### config.mk
export PLATFORM = sky130hd
export DESIGN_NAME = dma_req_scanner
export DESIGN_NICKNAME = d
export VERILOG_FILES = /design/src/rtl/dma_scan_pkg.sv /design/src/rtl/scan_step_ctr.sv /design/src/rtl/req_latch_bank.sv /design/src/rtl/ack_ctrl.sv /design/src/rtl/dma_req_scanner.sv
export SDC_FILE = /design/constraint.sdc
export NUM_CORES = 1
export LEC_CHECK = 0
export BUFFER_PORTS_ARGS = -buffer_cell sky130_fd_sc_hd__buf_2
export CELL_PAD_IN_SITES_DETAIL_PLACEMENT = 0
export CELL_PAD_IN_SITES_GLOBAL_PLACEMENT = 1
export CORE_MARGIN = 3
export CORE_UTILIZATION = 36
export DETAILED_ROUTE_END_ITERATION = 7
export PLACE_DENSITY_LB_ADDON = 0.1
export SKIP_CTS_REPAIR_TIMING = 1
export SLEW_MARGIN = 20
export SYNTH_ARGS = -nofsm -noshare
export SYNTH_HDL_FRONTEND = slang
export SYNTH_SLANG_ARGS = --single-unit
export TNS_END_PERCENT = 30
### constraint.sdc
create_clock -name clk -period 2.6 [get_ports clk]
set_clock_uncertainty 0.15 [all_clocks]
set_input_delay 0.13 -clock clk [delete_from_list [all_inputs] [get_ports clk]]
set_output_delay 0.13 -clock clk [all_outputs]
set_load 0.01 [all_outputs]
### src/rtl/dma_scan_pkg.sv
package dma_scan_pkg;

  typedef enum logic [1:0] {
    ST_SCAN    = 2'd0,
    ST_SETUP   = 2'd1,
    ST_ACTIVE  = 2'd2,
    ST_RELEASE = 2'd3
  } lock_state_e;

  // Scan step that carries a given channel.
  function automatic int step_of(int ch, int lanes);
    return ch / lanes;
  endfunction

  // Selector lane that carries a given channel.
  function automatic int lane_of(int ch, int lanes);
    return ch % lanes;
  endfunction

  // True when channel ch exists and is pending in vec.
  function automatic logic is_pending(logic [31:0] vec, int ch, int n);
    logic r;
    r = 1'b0;
    for (int i = 0; i < n; i++)
      if (i == ch) r = vec[i];
    return r;
  endfunction

endpackage

### src/rtl/scan_step_ctr.sv
module scan_step_ctr #(
  parameter int STEPS = 4,
  parameter int SEL_W = 2
) (
  input  logic             clk,
  input  logic             rst_n,
  input  logic             adv,
  input  logic             load,
  input  logic [SEL_W-1:0] load_val,
  output logic [SEL_W-1:0] step
);
  localparam logic [SEL_W-1:0] LAST = SEL_W'(STEPS - 1);

  always_ff @(posedge clk) begin
    if (!rst_n)      step <= '0;
    else if (load)   step <= load_val;
    else if (adv)    step <= (step == LAST) ? '0 : step + 1'b1;
  end
endmodule

### src/rtl/req_latch_bank.sv
module req_latch_bank
  import dma_scan_pkg::*;
#(
  parameter int NUM_CH = 7,
  parameter int LANES  = 2,
  parameter int SEL_W  = 2
) (
  input  logic              clk,
  input  logic              rst_n,
  input  logic              sample_en,
  input  logic [SEL_W-1:0]  step,
  input  logic [LANES-1:0]  lane_in,
  output logic [NUM_CH-1:0] latched
);
  for (genvar c = 0; c < NUM_CH; c++) begin : g_ch
    localparam int STEP = step_of(c, LANES);
    localparam int LANE = lane_of(c, LANES);
    always_ff @(posedge clk) begin
      if (!rst_n)
        latched[c] <= 1'b0;
      else if (sample_en && step == SEL_W'(STEP))
        latched[c] <= lane_in[LANE];
    end
  end
endmodule

### src/rtl/ack_ctrl.sv
module ack_ctrl
  import dma_scan_pkg::*;
#(
  parameter int NUM_CH = 7,
  parameter int CH_W   = 3
) (
  input  logic              clk,
  input  logic              rst_n,
  input  logic              osc_tick,
  input  logic              grant_valid,
  input  logic [CH_W-1:0]   grant_ch,
  input  logic              xfer_done,
  input  logic [NUM_CH-1:0] req_vec,
  output logic [CH_W-1:0]   ack_code,
  output logic              ack_en_n,
  output logic              grant_take,
  output logic              scanning,
  output logic              lock_active
);
  lock_state_e state;

  assign scanning    = (state == ST_SCAN);
  assign lock_active = !scanning;
  assign ack_en_n    = (state != ST_ACTIVE);
  assign grant_take  = scanning && grant_valid &&
                       is_pending(32'(req_vec), int'(grant_ch), NUM_CH);

  always_ff @(posedge clk) begin
    if (!rst_n) begin
      state    <= ST_SCAN;
      ack_code <= '0;
    end else begin
      unique case (state)
        ST_SCAN: if (grant_take) begin
          state    <= ST_SETUP;
          ack_code <= grant_ch;
        end
        ST_SETUP:   if (osc_tick)  state <= ST_ACTIVE;
        ST_ACTIVE:  if (xfer_done) state <= ST_RELEASE;
        ST_RELEASE: if (osc_tick)  state <= ST_SCAN;
        default:                   state <= ST_SCAN;
      endcase
    end
  end
endmodule

### src/rtl/dma_req_scanner.sv
module dma_req_scanner
  import dma_scan_pkg::*;
#(
  parameter int NUM_CH = 7,
  parameter int LANES  = 2,
  localparam int STEPS = (NUM_CH + LANES - 1) / LANES,
  localparam int SEL_W = (STEPS > 1) ? $clog2(STEPS) : 1,
  localparam int CH_W  = (NUM_CH > 1) ? $clog2(NUM_CH) : 1
) (
  input  logic              clk,
  input  logic              rst_n,
  input  logic              osc_tick,
  input  logic [LANES-1:0]  sel_in,
  input  logic [NUM_CH-1:0] ch_enable,
  input  logic              grant_valid,
  input  logic [CH_W-1:0]   grant_ch,
  input  logic              xfer_done,
  output logic [SEL_W-1:0]  sel_addr,
  output logic [NUM_CH-1:0] req_vec,
  output logic [CH_W-1:0]   ack_code,
  output logic              ack_en_n
);
  // Named internal events, also used by the bound checker.
  logic              grant_take;
  logic              scanning;
  logic              lock_active;
  logic              sample_en;
  logic [NUM_CH-1:0] req_latched;
  logic [SEL_W-1:0]  lock_step;

  assign sample_en = osc_tick && scanning && !grant_take;
  assign lock_step = SEL_W'(step_of(int'(grant_ch), LANES));
  assign req_vec   = req_latched & ch_enable;

  scan_step_ctr #(.STEPS(STEPS), .SEL_W(SEL_W)) u_step (
    .clk(clk), .rst_n(rst_n), .adv(sample_en), .load(grant_take),
    .load_val(lock_step), .step(sel_addr)
  );

  req_latch_bank #(.NUM_CH(NUM_CH), .LANES(LANES), .SEL_W(SEL_W)) u_lat (
    .clk(clk), .rst_n(rst_n), .sample_en(sample_en), .step(sel_addr),
    .lane_in(sel_in), .latched(req_latched)
  );

  ack_ctrl #(.NUM_CH(NUM_CH), .CH_W(CH_W)) u_ack (
    .clk(clk), .rst_n(rst_n), .osc_tick(osc_tick), .grant_valid(grant_valid),
    .grant_ch(grant_ch), .xfer_done(xfer_done), .req_vec(req_vec),
    .ack_code(ack_code), .ack_en_n(ack_en_n), .grant_take(grant_take),
    .scanning(scanning), .lock_active(lock_active)
  );
endmodule

; After elaboration in Yosys (flattened, before gate mapping)
; Cells that the tools add are included.
[totals]
register_bits = 14
in_bits = 17
output_inout_bits = 13
wordCells = 59
[classes]
n_addsub = 1
n_eq_ne = 17
mux = 15
bitwise_logic = 1
n_reduce_logical = 15
[ops]
columns = cell, n
row1 = 2-to-1 mux 2 bit, 7
row2 = "equality test 3 bit, first input constant", 4
row3 = "inequality test 2 bit, second input constant", 5
row4 = "equality test 2 bit, second input constant", 4
row5 = logical AND 1 bit, 8
row6 = case mux 2 bit (4 select lines), 1
row7 = AND 7 bit, 1
row8 = 2-to-1 mux 1 bit, 7
row9 = "equality test 2 x 3 -> 1 bit, first input constant", 2
row10 = "equality test 2 x 1 -> 1 bit, second input constant", 2
row11 = logical NOT 2 bit, 2
row12 = AND reduction 4 bit, 1
row13 = logical NOT 3 bit, 1
row14 = "adder 2 x 1 -> 2 bit, second input constant", 1
row15 = AND reduction 2 bit, 1
row16 = nonzero test 2 bit, 1
row17 = logical NOT 1 bit, 1

; Depth between registers and ports, before layout
[depth]
depth_word = 13
mapped_depth = 9
depth_no_buf = 7

; By module
; From an unflattened synthesis, not the netlist that was laid out.
[hier_totals]
cells_unflattened = 95
area_unflattened_um2 = 918.4
[by_module_without_submodules]
columns = module, instances, cells_per_inst, area_per_inst_um2, seq_area_each_um2
row1 = ack_ctrl, 1, 49, 462.9, 100.1
row2 = req_latch_bank, 1, 28, 287.8, 140.1
row3 = scan_step_ctr, 1, 10, 115.1, 40.0
row4 = dma_req_scanner, 1, 8, 52.6, 0.0

; Worst setup path before layout
; OpenSTA, ideal clock, no wires.
[synth_timing]
path_type = register to register
startpoint = register u_ack.state[0]
endpoint = register u_ack.state[1]
setup_time_ps = 72
arrival_time_ps = 1703
t_required_ps = 2378
slack_ps = 675
stages_incl_launch_ff = 10
n_path_buf = 2
synth_period_minus_slack_ps = 1925
path_cell_list = dfxtp_1 > inv_1 > ha_1 > buf_4 > nand2_1 > a31o_1 > buf_2 > a221o_1 > a21oi_2 > mux2i_1
[synth_between]
elab_chain_cells = 5
word_cells_on_any_way = 12
classes_between = eq/ne (7) / mux (1) / reduce/logical (4)
[synth_rtl]
columns = item, line
row1 = start: declaration, ack_ctrl.sv:20  ; lock_state_e state;
row2 = start signal: assignment, ack_ctrl.sv:30  ; state <= ST_SCAN;
row3 = start signal: assignment, ack_ctrl.sv:35  ; state <= ST_SETUP;
row4 = start signal: assignment, ack_ctrl.sv:38  ; ST_SETUP: if (osc_tick) state <= ST_ACTIVE;
row5 = logical NOT 2 bit, "ack_ctrl.sv:22, ack_ctrl.sv:33"
row6 = logical AND 1 bit (2 in series), ack_ctrl.sv:25  ; assign grant_take = scanning && grant_valid &&
row7 = inequality test 2 bit (no line), -
row8 = AND reduction 4 bit (no line), -
; Parallel ways exist; a longest one is shown, timed or not.
; A chain may end at the register's enable or synchronous reset.

; Final worst setup path
[layout_timing]
startpoint = register u_ack.state[1]
endpoint = register u_ack.state[0]
; Same word-level chain as after synthesis.

==> flow_summary_export.csv <==
group,metric,value,unit
setup_path,critical_path.cell_chain,"inv_1, ha_1, nand2_1, a31o_1, a221o_1, a21oi_2, o221a_1",
hold_path,worstHoldEndpoint,"u_lat.latched[5]",
sta,min_period_over_period,86.8,%
route,via_per_inst,5.00,
global_routing,grt_max_degree,14,
power,internal_power,0.000407,W
global_routing,grt_pass1_vias,723,
setup_path,timing.rr.start,"u_ack.state[1]",
power,p_seq_share,40.7,%
cts,cts_tree,"yes",
cts,htree_levels,1,
run,cap_violations,0,
cts,clock-sinks,14,
setup_path,slowest_stage,"ha_1",
logic_synthesis,ys_seq_elements,14,
route,vias,800,
global_routing,grt_pass1_wl,3.36,mm
power,p_per_area,540,mW/mm2
cells_and_area,multi_input_area,604,um2
logic_synthesis,synth_area,950,um2
cts,path_clk_slew,0.10,ns
floorplanning,dieArea,0.00329,mm2
sta,tns,0,ns
setup_path,worstPathArrival,2.33,ns
cells_and_area,n_fill_cell,227,
place,dp_hpwl,1.66,mm
route,postRouteWirelength,2.11,mm
power,leakagePower,0.568,nW
logic_synthesis,syn_nets,129,
global_routing,overflow,0,
cts,clock_path_buffers,2,
route,drt_iter0_markers,13,
route,ant_nets,0,
power,peakVddDrop,0.000271,V
logic_synthesis,synth.distinct_cells,33,
sta,min_period,2.26,ns
cells_and_area,fin_cells,160,
hold_path,holdCritPathClass,"in -> reg",
floorplanning,rows,17,
logic_synthesis,yosysSeqAreaShare,29.5,%
outcome,status,"complete, no violations",
sta,worst_pin_slew,0.413,ns
cells_and_area,diodes,0,
place,numPortBuffers,29,
floorplanning,initial_core_util,40.2,%
floorplanning,die_h,57.4,um
logic_synthesis,synth_edf_count,0,
setup_path,path_class,"reg -> reg",
logic_synthesis,syn_avg_cell_area,9.22,um2
floorplanning,die_x,57.4,um
setup_path,rr_worst_depth,7,
route,wl_per_cell,13.2,um
power,switching_share,34.0,%
cells_and_area,num-nets-final,159,
floorplanning,fp.coreArea,0.00236,mm2
sta,setup_violations,0,
sta,hold_viol,0,
power,clkPwrFrac,26.6,%
setup_path,critPathCaptureType,"flop",
route,drc,0,
cells_and_area,synthToLayoutAreaGrowth,20.3,%
setup_path,critPathRequiredTime,2.67,ns
logic_synthesis,async_flop_share,0,%
global_routing,grt_usage,13.2,%
power,p_sw,0.000210,W
logic_synthesis,synth_top_flop_cell,"dfxtp_1",
sta,slew_viol_final,0,
cells_and_area,drive_gt1_share,32.6,%
power,combPwrFrac,32.7,%
route,first_pass_iters,4,
place,dp_cells,156,
cts,clock_latency,0.29,ns
global_routing,antenna_found_initial,0,
floorplanning,ios,30,
hold_path,hp-start,"sel_in[1]",
setup_path,cp-start-kind,"flop",
hold_path,holdPathStages,3,
setup_path,cpPeakStageDelay,0.39,ns
logic_synthesis,synth_cells,103,
sta,fmax,443,MHz
setup_path,cp_max_fo,10,
cts,root_buffer,"clkbuf_4",
setup_path,reg2reg_to,"u_ack.state[0]",
sta,max-slew-margin-rel,72.5,%
cells_and_area,seq_area,280,um2
place,place_congestion,0.830,
sta,rsz0062_at_grt,"no",
logic_synthesis,yosysWarnings,0,
setup_path,rrSetupSlack,0.34,ns
cts,numCtsBuffers,3,
[flip-flops by register name, indices dropped and copies added, names as in the netlist]
register        count
u_lat.latched       7
u_ack.ack_code      3
u_ack.state         2
u_step.step         2
[logic make-up after synthesis]
logic type	share of synthesized area, %
AOI/OAI and AO/OA	27.1
adders and majority gates	11.9
buffers and inverters	6.85
DFF	29.5
muxes	9.62
and+or+nand+nor	15.0
[worst max path at each step]
stage,from,endpoint,depth (start not counted)
2_1_floorplan,u_ack.state[0],u_ack.state[1],9
3_3_place_gp,u_ack.state[0],u_ack.state[1],7
3_5_place_dp,u_ack.state[0],u_ack.state[1],7
4_1_cts,u_ack.state[0],u_ack.state[0],7
5_1_grt,u_ack.state[0],u_ack.state[0],7
6_report,u_ack.state[1],u_ack.state[0],7
[cells in the mapped netlist (all sizes together) (2+ instances only)]
cell,instances,area (um2)
nand2,16,60.1
dfxtp,14,280
inv,11,41.3
ha,9,113
mux2i,8,80.1
a21oi,5,28.8
and2,4,25.0
o2111ai,4,53.8
o21ai,4,20.0
buf,3,20.0
nor3,3,15.0
a211oi,2,27.5
a31o,2,17.5
a31oi,2,12.5
nand3,2,10.0
nor2,2,7.51
[routing by layer]
metal	global-route usage (%)	wire length (um)	up-vias
li1	-	-	425
met1	17.9	1070	347
met2	18.7	895	24
met3	4.07	99	4
met4	6.29	38	0
met5	0	0	-
[critical path: cells and delay by family, from the launching register on]
family / cells / cell delay [ns]
AO/OA/AOI/OAI: 4 / 1.08
adder cells (fa/ha/maj): 1 / 0.39
flip-flops: 1 / 0.35
AND/OR/NAND/NOR: 1 / 0.13
buffers and inverters: 1 / 0.10
[area by class of cell]
cell class | instances | area share, %
clock buffer | 4 | 3.18
inverter | 11 | 3.61
multi-input combinational | 74 | 52.9
sequential | 14 | 24.5
tap | 28 | 3.07
timing repair buffer | 29 | 12.7
[power by group through the flow]
stage                     registers, W  clock network [W]  logic [W]
final                         0.000251           0.000164   0.000201
after global routing          0.000255           0.000181   0.000222
after CTS                     0.000252           0.000171   0.000202
after detailed placement      0.000256                  0   0.000201
after global placement        0.000256                  0   0.000199
after floorplan               0.000255                  0   0.000149
[through the flow]
step | util [%] | area (um2) | setup WS, ns | hold WS, ns | power [W]
after floorplan | - | 950 | 0.675 | 0.152 | 0.000404
after global placement | 46.8 | 1110 | 0.469 | 0.290 | 0.000455
after detailed placement | 46.8 | 1110 | 0.403 | 0.294 | 0.000457
after CTS | 48.4 | 1140 | 0.375 | -0.00244 | 0.000624
after global routing | 48.4 | 1140 | 0.257 | 0.0131 | 0.000659
final | 48.4 | 1140 | 0.344 | 0.0105 | 0.000616
[placed cells by master, fill, tap and decap left out]
cell,n
o2bb2ai_1,1
a21o_1,1
buf_2,29
a21oi_1,4
inv_2,1
or3_1,1
a31o_1,2
a31oi_1,2
a2bb2oi_4,1
clkbuf_4,3
nand2_1,16
o21ai_1,4
mux2_2,1
and3_4,1
o221a_1,1
dfxtp_1,14
and2_1,4
inv_1,10
a221oi_4,1
o2111ai_2,3
mux2i_1,8
a211oi_1,1
nand3_1,2
ha_1,9
clkbuf_8,1
a211oi_4,1
a221o_1,1
a21oi_2,1
nor2_1,2
o2111ai_1,1
nand3b_1,1
a21boi_0,1
nor3_1,3
No activity file was read; power rests on OpenSTA's default activity.
